===== config.mk =====
export PLATFORM = sky130hd
export DESIGN_NAME = win_cmp
export DESIGN_NICKNAME = d
export VERILOG_FILES = /design/src/rtl/win_cmp.sv
export SDC_FILE = /design/constraint.sdc
export NUM_CORES = 1
export LEC_CHECK = 0
export BUFFER_PORTS_ARGS = -buffer_cell sky130_fd_sc_hd__buf_4
export CAP_MARGIN = 10
export CORE_MARGIN = 2
export CORE_UTILIZATION = 40
export DETAILED_ROUTE_END_ITERATION = 10
export GPL_TIMING_DRIVEN = 1
export MAX_ROUTING_LAYER = met4
export PLACE_DENSITY = 0.74
export SLEW_MARGIN = 25
export SYNTH_ARGS = -nofsm -noshare
export SYNTH_HDL_FRONTEND = slang
export SYNTH_SLANG_ARGS = --single-unit

===== constraint.sdc =====
create_clock -name clk -period 2.6 [get_ports clk]
set_input_delay 0 -clock clk [delete_from_list [all_inputs] [get_ports clk]]
set_output_delay 0 -clock clk [all_outputs]
set_load 0.02 [all_outputs]

===== src/rtl/win_cmp.sv =====
module win_cmp #(
  parameter int W = 24
) (
  input  logic         clk,
  input  logic         rst_n,
  input  logic         res_valid,
  input  logic [W-1:0] res_value,
  input  logic [W-1:0] thr_lo,
  input  logic [W-1:0] thr_hi,
  input  logic [2:0]   mode,
  output logic         win_hit,
  output logic         win_level
);

  logic       gt_lo, lt_lo, gt_hi, lt_hi;
  logic       mode_chg, prior, eval;
  logic [2:0] mode_q;
  logic       level_q, hit_q;

  assign gt_lo    = res_value > thr_lo;
  assign lt_lo    = res_value < thr_lo;
  assign gt_hi    = res_value > thr_hi;
  assign lt_hi    = res_value < thr_hi;
  assign mode_chg = mode != mode_q;
  assign prior    = mode_chg ? 1'b0 : level_q;

  always_comb begin
    case (mode)
      3'd1:    eval = gt_lo;
      3'd2:    eval = lt_hi;
      3'd3:    eval = gt_lo & lt_hi;
      3'd4:    eval = lt_lo | gt_hi;
      3'd5:    eval = gt_hi ? 1'b1 : (lt_lo ? 1'b0 : prior);
      3'd6:    eval = lt_lo ? 1'b1 : (gt_hi ? 1'b0 : prior);
      default: eval = 1'b0;
    endcase
  end

  always_ff @(posedge clk or negedge rst_n) begin
    if (!rst_n) begin
      mode_q  <= 3'd0;
      level_q <= 1'b0;
      hit_q   <= 1'b0;
    end else begin
      mode_q <= mode;
      if (res_valid) begin
        level_q <= eval;
        hit_q   <= eval;
      end else begin
        level_q <= prior;
        hit_q   <= 1'b0;
      end
    end
  end

  assign win_hit   = hit_q;
  assign win_level = level_q;

endmodule


# == Word level (Yosys, flattened, before mapping) ==
# Index checks and enable logic that the tools add are counted.
# totals
input_bits,78
output_inout_bits,2
wordCells,24
register_bits,5
# op_classes
n_eq_ne,7
n_bitwise,2
magnitude_cmp,4
muxes,8
# ops
op,count
greater-than comparator 24 bit,2
less-than comparator 24 bit,2
"== test 3 bit, second input constant",3
2-to-1 mux 1 bit,7
"== test 3 x 2 -> 1 bit, second input constant",2
case mux 1 bit (6 select lines),1
"== test 3 x 1 -> 1 bit, second input constant",1
inequality test 3 bit,1
AND 1 bit,1
bitwise OR 1 bit,1

# == Depth between registers and ports, before layout ==
# Gate-level depths: netlist (run 1).
# logic_depth
depth_word,6
mapped_depth,10
mapped_depth_nobuf,10

# == Worst setup path before layout (run 1) ==
# No wires, ideal clock.
# synth_timing
path_type,input to register
startpoint,input thr_hi[11]
endpoint,register level_q (netlist: win_level)
arrival_ns,1.670
required_ns,2.469
path_buffers,0
slack_ns,0.799
setup_time_ns,0.131
path_stages,10
cell_sequence,inv_1 -> ha_1 -> a21oi_1 -> o21ai_1 -> a221oi_1 -> nand3_1 -> o21ai_0 -> o21a_1 -> o21ai_1 -> or3_1
# synth_between
elab_chain_cells,5
word_cells_on_any_way,9
classes_between,order compare: 2; mux: 5; bitwise: 2
# synth_rtl
element,line,text
start: declaration,9,"input logic [W-1:0] thr_hi,"
greater-than comparator 24 bit,22,assign gt_hi = res_value > thr_hi;
2-to-1 mux 1 bit (2 in a row),34,3'd6: eval = lt_lo ? 1'b1 : (gt_hi ? 1'b0 : prior);
case mux 1 bit (6 select lines) *,28,case (mode)
2-to-1 mux 1 bit *,46,if (res_valid) begin
end signal: assignment,47,level_q <= eval;
end signal: assignment,50,level_q <= prior;
end: declaration,18,"logic level_q, hit_q;"
# Mark *: on every way between the ends. The rest lies on a longest branch, timed or not.

# == Worst setup path after layout (run 1) ==
# layout_timing
startpoint,input res_value[22]
endpoint,register level_q (netlist: win_level)
# layout_between
elab_chain_cells,5
word_cells_on_any_way,12
classes_between,order compare: 4; mux: 6; bitwise: 2
# layout_rtl
element,line,text
start: declaration,7,"input logic [W-1:0] res_value,"
greater-than comparator 24 bit or less-than comparator 24 bit (tied branches),"22, 21",
2-to-1 mux 1 bit (on tied branches) (2 in a row),"34, 33",
case mux 1 bit (6 select lines) *,28,
2-to-1 mux 1 bit *,46,
# Marked as above.

==> results.yml, run 1 <==
drt:
  first_iteration_detailed_routing_drc_count: 58
  wl_per_cell_um: 11.0
  route.met3.wl_um: 229
  detail_route.wirelength_mm: 3.68
  detailedRoute.firstPassIterationCount: 4
  vias: 1642
  drtAntennaViolNets: 0
  detailroute.wirelength.met2_mm: 1.76
  detail_route.vias_per_cell: 4.93
  detail_route.drc_violations: 0
  top_layer: "met4"
  m1WireLength_mm: 1.68
logic_synthesis:
  post_synth_instance_area_um2: 1510
  post-synth-top-area-fraction_pct: 39.8
  synth-main-ff-cell: "sky130_fd_sc_hd__dfrtp_1"
  synthCells: 198
  synth-seq-cells: 5
  ys_types: 35
  seq_area_frac_synth_pct: 8.29
  yosysMostFrequentCell: "sky130_fd_sc_hd__inv_1"
  synth-edff-count: 0
  syn-num-nets: 324
  synth_top_cells_by_area: "sky130_fd_sc_hd__ha_1 (40%), sky130_fd_sc_hd__inv_1 (12%), sky130_fd_sc_hd__dfrtp_1 (8.3%)"
  synth_top_area_cell: "sky130_fd_sc_hd__ha_1"
  synth_common_cells: "sky130_fd_sc_hd__inv_1 (49), sky130_fd_sc_hd__ha_1 (48), sky130_fd_sc_hd__a21oi_1 (13)"
  avgSynthCellArea_um2: 7.62
  yosys_warnings: 0
  synth-async-reset-ratio_pct: 100
power_and_ir_drop:
  finalPower_mw: 0.537
  total_leakage_power_nw: 1.29
  worst_case_vdd_ir_drop_uv: 113
  power-per-cell-area_nw_per_um2: 239
final_layout:
  num_antenna_cells: 0
  drive_gt1_share_pct: 30.9
  flow.area_growth_from_synthesis_pct: 48.9
  finalNetCount: 412
  final_cell_count_no_fill: 333
  finish.instance_area_um2: 2250
  fin_util_pct: 61.8
sta:
  finalHoldViolations: 0
  tightest_slew_ns: 0.299
  timing.slew.headroom_pct: 79.8
  finalSetupViolations: 0
  finalSetupTns_ns: 0
  unrepaired_setup_endpoints_after_global_routing: "no"
  worst_slack_ns: 0.676
  layout_worst_path_cycle_share_pct: 74.0
  hold-worst-slack_ns: 0.112
  final-max-slew-violation-count: 0
  fin_skew_ns: 0.00385
  finalWorstPathRequiredPeriod_ns: 1.92
  max_freq_mhz: 520
clock_network:
  worst_skew_pair.late_latency_ns: 0.22
  clock_tree.buffer_depth: 2
  tritoncts: "built"
  postCtsHoldBufs: 4
  cts_buffers: 3
  cts_max_level: 1
  cts_root_buffer: "sky130_fd_sc_hd__clkbuf_8"
  cts-resized-gates: 0
  tritoncts_num_sinks: 5
  postCtsSetupBuffers: 0
  path_clk_slew_ns: 0.04
setup_path:
  worstRegToRegCells: 6
  worstReg2RegStart: "mode_q[0]"
  regToRegSetupSlack_ns: 1.20
  cp_max_fo: 5
  end_kind: "flip-flop"
  worst-endpoint-arrival_ns: 2.01
  worst-endpoint-required_ns: 2.69
  reg2reg_to: "win_level"
  timing_worst_setup_path_type: "primary input to flip-flop"
  kind_of_launch_point_of_the_worst_setup_path: "primary input"
global_route:
  grt_start_max_net_pins: 9
  first_pass_grt_wire_length_mm: 6.44
  grt_antenna_before_repair: 0
  grt-ovfl-total: 0
  grt_pass1_vias: 1677
  grt_util_all_layers_pct: 19.1
placed_design:
  place_congestion: 0.800
  placed_area_um2: 2160
  buffer_ports.inserted: 79
  dp.cells: 325
  hpwl_mm: 3.37
  pre_cts_ws_ns: 0.423
floorplan:
  rows: 22
  die_area_um2: 4280
  fp.coreArea_um2: 3630
  top_level_ports: 80
  initial_core_util_pct: 41.5
  die_h_um: 65.4
  die_w_um: 65.4
flow_run:
  reported_max_cap_violation_count: 0
run_status:
  status: "completed"
worst_hold_path:
  hp-class: "primary input to asynchronous set/reset pin"
==> cells by family after synthesis <==
family | Yosys count | synth area share, %
xor+xnor | 3 | 1.74
simple gates | 47 | 18.0
fa+ha+maj | 48 | 39.8
buf+inv | 49 | 12.2
compound gates | 46 | 20.0
flops | 5 | 8.29
==> worst max path at each step <==
stage | from | to | slack, ns | depth (start not counted)
finish | res_value[22] | win_level | 0.68 | 10
CTS | res_value[22] | win_level | 0.64 | 10
detailed placement | res_value[22] | win_level | 0.42 | 10
global route | res_value[22] | win_level | 0.46 | 10
global placement | res_value[22] | win_level | 0.51 | 10
floorplan | thr_hi[11] | win_level | 0.80 | 10
==> area by class of cell <==
class / instances / area [µm²]
inverters: 49 / 184
fillers: 357 / 1390
flip-flops and latches: 5 / 125
multi-input cells: 144 / 1200
clock buffers: 4 / 45.0
repair buffers: 83 / 633
well taps: 48 / 60.1
==> cells in the final DEF (no fill, tap or decap), drive strengths merged, types with 4 or more instances in the layout <==
master and count:
ha 48, dlygate4sd3 4, clkbuf 4, buf 79, a211oi 5, nand2 7, nand4 12, nor2 8
dfrtp 5, a21oi 13, a21o 4, o21ai 13, inv 49
==> flip-flops by register name, summed over array words and instances (netlist names) <==
name	cells
win_hit	1
win_level	1
mode_q	3
==> metal layers <==
metal	vias to the layer above	GRT usage [%]
li1	881	-
met1	704	22.8
met2	55	33.7
met3	2	2.91
met4	0	4.69
met5	-	-
==> power breakdown <==
part	internal [mW]	switching (mW)
clock	0.105	0.0378
sequential	0.0842	0.00270
combinational	0.172	0.135
total	0.361	0.176
==> critical path: stages <==
cell and delay (ns):
sky130_fd_sc_hd__buf_4 0.11, sky130_fd_sc_hd__ha_1 0.32, sky130_fd_sc_hd__nand4_2 0.17, sky130_fd_sc_hd__nor4_1 0.36, sky130_fd_sc_hd__o21ai_1 0.11, sky130_fd_sc_hd__a21oi_1 0.18, sky130_fd_sc_hd__o21ai_0 0.15, sky130_fd_sc_hd__a22oi_2 0.17
sky130_fd_sc_hd__o21ai_1 0.09, sky130_fd_sc_hd__or3_1 0.35
Power figures use the tool's default switching activity.
==> inputs of run 2 (changes only) <==
Clock period 2.6 ns to 1.8 ns, I/O delays scaled along.
==> run 2 against run 1 <==
Effect of this change:
- the run now ends with negative setup slack left
- via count grew 5.7%
- die area unchanged
- worst setup slack worse by 0.70 ns
- combinational power up 78%
- critical path depth unchanged
- count of clock-buffer cells in the layout did not move
- sequential share of layout area is 0.69 points lower
- routed wire length is 7.9% higher
- utilization up 8.8 points
- global-route usage down 0.49 points
- sequential cell count is the same
- final area up 14%
- critical path type unchanged
- largest cell class unchanged
- highest routed layer unchanged
==> results.yml, run 2 (synthesized netlist as in run 1, its figures left out) <==
sta:
  finalSetupTns_ns: -0.0198
  max_freq_mhz: 550
  finalWorstPathRequiredPeriod_ns: 1.82
  unrepaired_setup_endpoints_after_global_routing: "yes"
  finalSetupViolations: 1
  fin_skew_ns: 0.000277
  layout_worst_path_cycle_share_pct: 101
  timing.slew.headroom_pct: 81.5
  final-max-slew-violation-count: 0
  finalHoldViolations: 0
  tightest_slew_ns: 0.276
  worst_slack_ns: -0.0198
drt:
  first_iteration_detailed_routing_drc_count: 42
  detail_route.drc_violations: 0
  detailedRoute.firstPassIterationCount: 4
  drtAntennaViolNets: 0
  detail_route.vias_per_cell: 5.03
  vias: 1735
  detail_route.wirelength_mm: 3.97
  wl_per_cell_um: 11.5
final_layout:
  largest_register_ff_count: 3
  n_fill_cell: 322
  num_antenna_cells: 0
  finalNetCount: 424
  most_frequent_cells_in_the_layout: "sky130_fd_sc_hd__buf_4 (87), sky130_fd_sc_hd__inv_1 (42), sky130_fd_sc_hd__ha_1 (34)"
  largest_register: "mode_q"
  drive_gt1_share_pct: 43.4
  mostFrequentLayoutCell: "sky130_fd_sc_hd__buf_4"
  flow.area_growth_from_synthesis_pct: 70.1
global_route:
  grt_start_max_net_pins: 9
  grt_util_all_layers_pct: 18.6
  first_pass_grt_wire_length_mm: 6.40
  grt_pass1_vias: 1647
  grt-ovfl-total: 0
  grt_antenna_before_repair: 0
power_and_ir_drop:
  cellInternalPower_mw: 0.583
  p_clk_share_pct: 23.5
  total_leakage_power_nw: 1.35
  power-per-cell-area_nw_per_um2: 342
  swShare_pct: 33.4
  worst_case_vdd_ir_drop_uv: 191
  power.sequential.fraction_pct: 14.3
  power_frac_comb_pct: 62.3
  total_switching_power_mw: 0.293
  finalPower_mw: 0.877
run_status:
  status: "finished with violations"
  failing_checks: "negative setup slack"
floorplan:
  die_area_um2: 4280
  rows: 22
  initial_core_util_pct: 41.5
  top_level_ports: 80
  die_w_um: 65.4
  fp.coreArea_um2: 3630
  die_h_um: 65.4
placed_design:
  buffer_ports.inserted: 79
  place_congestion: 0.795
  pre_cts_ws_ns: -0.321
  hpwl_mm: 3.29
worst_hold_path:
  hp-class: "primary input to asynchronous set/reset pin"
flow_run:
  reported_max_cap_violation_count: 0
setup_path:
  cpPeakStageDelay_ns: 0.30
  kind_of_launch_point_of_the_worst_setup_path: "primary input"
  crit_slowest_cell: "sky130_fd_sc_hd__or3_1"
  worstReg2RegStart: "mode_q[0]"
  end_kind: "flip-flop"
  regToRegSetupSlack_ns: 0.47
  critical_path.most_common_cell: "sky130_fd_sc_hd__nand4_1"
  reg2reg_to: "win_level"
  worstRegToRegCells: 6
  timing_worst_setup_path_type: "primary input to flip-flop"
  worst-endpoint-required_ns: 1.89
  timing.critical_path.buf_inv: 1
  cp_max_fo: 4
  path_cells: "buf_4, ha_1, nand4_1, or2_1, nor2_2, nand4_1, o21a_2, a22oi_2, o21ai_1, or3_1"
  cp_top_family: "simple AND/OR/NAND/NOR gates"
  worst-endpoint-arrival_ns: 1.91
clock_network:
  tritoncts_num_sinks: 5
  cts_buffers: 3
  path_clk_slew_ns: 0.04
  clock_tree.buffer_depth: 2
  cts_max_level: 1
  tritoncts: "built"
  worst_skew_pair.late_latency_ns: 0.22
  cts_root_buffer: "sky130_fd_sc_hd__clkbuf_8"
-- run 2: per-layer routing --
metal / track usage [%] / routed length [µm] / vias up
li1: - / - / 905
met2: 33.9 / 2000 / 55
met5: - / 0 / -
met3: 1.20 / 200 / 6
met1: 23.2 / 1720 / 769
met4: 2.34 / 42 / 0
-- run 2: what timing repair did --
item                                    in CTS  in global routing
endpoints found under the hold margin        8                  0
gates cloned                                 0                  0
endpoints found under the setup margin       2                  2
resized for setup                            3                 34
buffers inserted                             0                  1
hold buffers                                 4                  0
pin swaps                                    5                 27
-- run 2: power groups by stage --
stage                     Combinational, mW  Sequential, mW  Clock, mW
after floorplan                       0.225           0.133          0
final                                 0.546           0.125      0.206
after global placement                0.460           0.126          0
after CTS                             0.480           0.125      0.209
after detailed placement              0.466           0.126          0
after global routing                  0.610           0.125      0.216
-- run 2: how the worst max path moves through the flow --
stage	startpoint	to	slack, ns	cells after the start
detailed placement	res_value[9]	win_level	-0.32	10
finish	res_value[20]	win_level	-0.02	10
floorplan	thr_hi[11]	win_level	0.005	10
CTS	res_value[1]	win_level	0.001	10
global route	thr_lo[9]	win_level	-0.12	11
global placement	res_value[22]	win_level	-0.29	10
-- run 2: final cells by class --
| class | instances | area (µm²) | share of cell area, % |
|---|---|---|---|
| Clock buffer | 4 | 45.0 | 1.76 |
| Inverter | 49 | 186 | 7.26 |
| Multi-Input combinational cell | 144 | 1410 | 55.0 |
| Sequential cell | 5 | 125 | 4.88 |
| Tap cell | 48 | 60.1 | 2.34 |
| Timing Repair Buffer | 95 | 738 | 28.8 |
-- run 2: stage by stage --
step / utilization, % / hold slack (ns) / area, µm² / instances
6_report: 70.6 / 0.111 / 2570 / 345
5_1_grt: 70.6 / 0.137 / 2570 / 345
4_1_cts: 64.5 / 0.115 / 2340 / 344
3_5_place_dp: 61.8 / -0.197 / 2240 / 336
3_3_place_gp: 61.8 / -0.199 / 2240 / 336
2_1_floorplan: - / -0.296 / 1510 / 198
-- run 2: worst reg2reg max path, cell delays in order, from the launching register on --
cell	delay, ns
sky130_fd_sc_hd__dfrtp_1	0.36
sky130_fd_sc_hd__xnor2_1	0.12
sky130_fd_sc_hd__nand4_1	0.16
sky130_fd_sc_hd__nor2b_1	0.08
sky130_fd_sc_hd__a22oi_2	0.11
sky130_fd_sc_hd__o21ai_1	0.09
sky130_fd_sc_hd__or3_1	0.30
==> inputs of run 3 (changes only) <==
Settings changed: CORE_MARGIN 2 to default.
==> run 3 against run 2 <==
Effect of this change:
- the run still ends with negative setup slack left
- critical path depth unchanged
- sequential cell count is the same
- global-route usage up 3.0 points
- sequential power barely moved
- first-iteration DRC count did not move
- total power is 5.5% higher
- worst hold slack better by 0.019 ns
==> results.yml, run 3 (synthesized netlist as in run 1, its figures left out) <==
setup_path:
  path_cells: "buf_8, ha_4, nand4_1, or2_1, nor2_2, nand4_1, o21a_2, a22oi_2, o21ai_1, or3_1"
  end_kind: "flip-flop"
  reg2reg_to: "win_level"
  worst-endpoint-arrival_ns: 1.90
  worstReg2RegStart: "mode_q[0]"
  critical_path.most_common_cell: "sky130_fd_sc_hd__nand4_1"
  cp_max_fo: 4
  timing_worst_setup_path_type: "primary input to flip-flop"
  kind_of_launch_point_of_the_worst_setup_path: "primary input"
  timing.critical_path.buf_inv: 1
  cp_top_family: "simple AND/OR/NAND/NOR gates"
  crit_slowest_cell: "sky130_fd_sc_hd__or3_1"
  cpPeakStageDelay_ns: 0.34
  regToRegSetupSlack_ns: 0.39
  worstRegToRegCells: 6
  worst-endpoint-required_ns: 1.89
clock_network:
  cts_root_buffer: "sky130_fd_sc_hd__clkbuf_8"
  worst_skew_pair.late_latency_ns: 0.22
  cts_buffers: 3
  tritoncts_num_sinks: 5
  path_clk_slew_ns: 0.03
  clock_tree.buffer_depth: 2
  tritoncts: "built"
  cts_max_level: 1
floorplan:
  rows: 21
  initial_core_util_pct: 43.5
  top_level_ports: 80
  fp.coreArea_um2: 3470
  die_w_um: 63.4
  die_area_um2: 4020
  die_h_um: 63.4
final_layout:
  most_frequent_cells_in_the_layout: "sky130_fd_sc_hd__buf_4 (89), sky130_fd_sc_hd__inv_1 (42), sky130_fd_sc_hd__ha_1 (30)"
  num_antenna_cells: 0
  fin_util_pct: 77.9
  finalNetCount: 429
  mostFrequentLayoutCell: "sky130_fd_sc_hd__buf_4"
  largest_register: "mode_q"
  largest_register_ff_count: 3
  n_fill_cell: 253
  flow.area_growth_from_synthesis_pct: 79.1
  finish.instance_area_um2: 2700
  drive_gt1_share_pct: 47.0
drt:
  detail_route.drc_violations: 0
  first_iteration_detailed_routing_drc_count: 42
  detail_route.wirelength_mm: 4.81
  wl_per_cell_um: 13.8
  detail_route.vias_per_cell: 5.20
  vias: 1809
  detailedRoute.firstPassIterationCount: 4
  drtAntennaViolNets: 0
sta:
  worst_slack_ns: -0.00933
  finalHoldViolations: 0
  layout_worst_path_cycle_share_pct: 101
  final-max-slew-violation-count: 0
  max_freq_mhz: 553
  tightest_slew_ns: 0.274
  timing.slew.headroom_pct: 81.6
  unrepaired_setup_endpoints_after_global_routing: "yes"
  finalWorstPathRequiredPeriod_ns: 1.81
  finalSetupViolations: 1
  fin_skew_ns: 0.00102
power_and_ir_drop:
  finalPower_mw: 0.925
  worst_case_vdd_ir_drop_uv: 185
  total_leakage_power_nw: 1.38
  power-per-cell-area_nw_per_um2: 342
global_route:
  first_pass_grt_wire_length_mm: 6.90
  grt_antenna_before_repair: 0
  grt_start_max_net_pins: 9
  grt-ovfl-total: 0
  grt_util_all_layers_pct: 21.6
  grt_pass1_vias: 1752
placed_design:
  hpwl_mm: 3.40
  place_congestion: 0.784
  buffer_ports.inserted: 79
  placed_area_um2: 2270
  pre_cts_ws_ns: -0.259
run_status:
  failing_checks: "negative setup slack"
  status: "finished with violations"
flow_run:
  reported_max_cap_violation_count: 0
worst_hold_path:
  worst_hold_depth: 3
  min_from: "res_valid"
  hp-class: "primary input to flip-flop"
  holdPathEnd: "win_level"
run 3: report_power, final:
group	leakage, nW	total, mW	switching [mW]	internal [mW]
clock network	0.0228	0.205	0.0530	0.152
registers	0.0611	0.125	0.00388	0.122
logic	1.30	0.595	0.261	0.333
run 3: layer usage:
layer  track usage [%]  up-vias  part of all wire [%]
met2              38.8       75                    54
met4              7.10        0                   2.6
met1              24.6      810                    38
li1                  -      910                     -
met5                 -        -                     0
met3              2.54       14                   5.4
run 3: timing repair:
action                                  in CTS  in global routing
gates resized for setup                      4                 47
endpoints found under the setup margin       1                  2
setup buffers                                0                  2
hold buffers                                 4                  0
gates cloned                                 0                  0
pin swaps                                    4                 24
endpoints found under the hold margin        8                  0
run 3: through the flow:
step	hold WS, ns	setup TNS, ns	cells
2_1_floorplan	-0.296	0	198
3_3_place_gp	-0.199	-0.422	338
3_5_place_dp	-0.197	-0.448	338
4_1_cts	0.113	0	346
5_1_grt	0.156	-0.240	348
6_report	0.130	-0.00933	348
run 3: how the worst max path moves through the flow:
| stage | from | slack, ns | endpoint | cells after the start |
|---|---|---|---|---|
| final | res_value[23] | -0.009 | win_level | 10 |
| after global routing | res_value[16] | -0.14 | win_level | 10 |
| after CTS | res_value[21] | 0.008 | win_level | 10 |
| after detailed placement | res_value[1] | -0.26 | win_level | 10 |
| after global placement | res_value[1] | -0.24 | win_level | 10 |
| after floorplan | thr_hi[11] | 0.005 | win_level | 10 |
run 3: worst reg2reg max path, stage by stage (launching register included):
cell and delay [ns]:
sky130_fd_sc_hd__dfrtp_1 0.36, sky130_fd_sc_hd__xnor2_1 0.12, sky130_fd_sc_hd__nand4_1 0.16, sky130_fd_sc_hd__nor2b_1 0.09, sky130_fd_sc_hd__a22oi_2 0.13, sky130_fd_sc_hd__o21ai_1 0.09
sky130_fd_sc_hd__or3_1 0.34
run 3: area by class of cell:
cell class | instances | area, µm² | area share (%)
clock buffers | 4 | 45.0 | 1.67
inverters | 49 | 191 | 7.08
multi-input cells | 144 | 1490 | 55.2
flip-flops and latches | 5 | 125 | 4.63
well taps | 46 | 57.6 | 2.13
repair buffers | 100 | 791 | 29.3
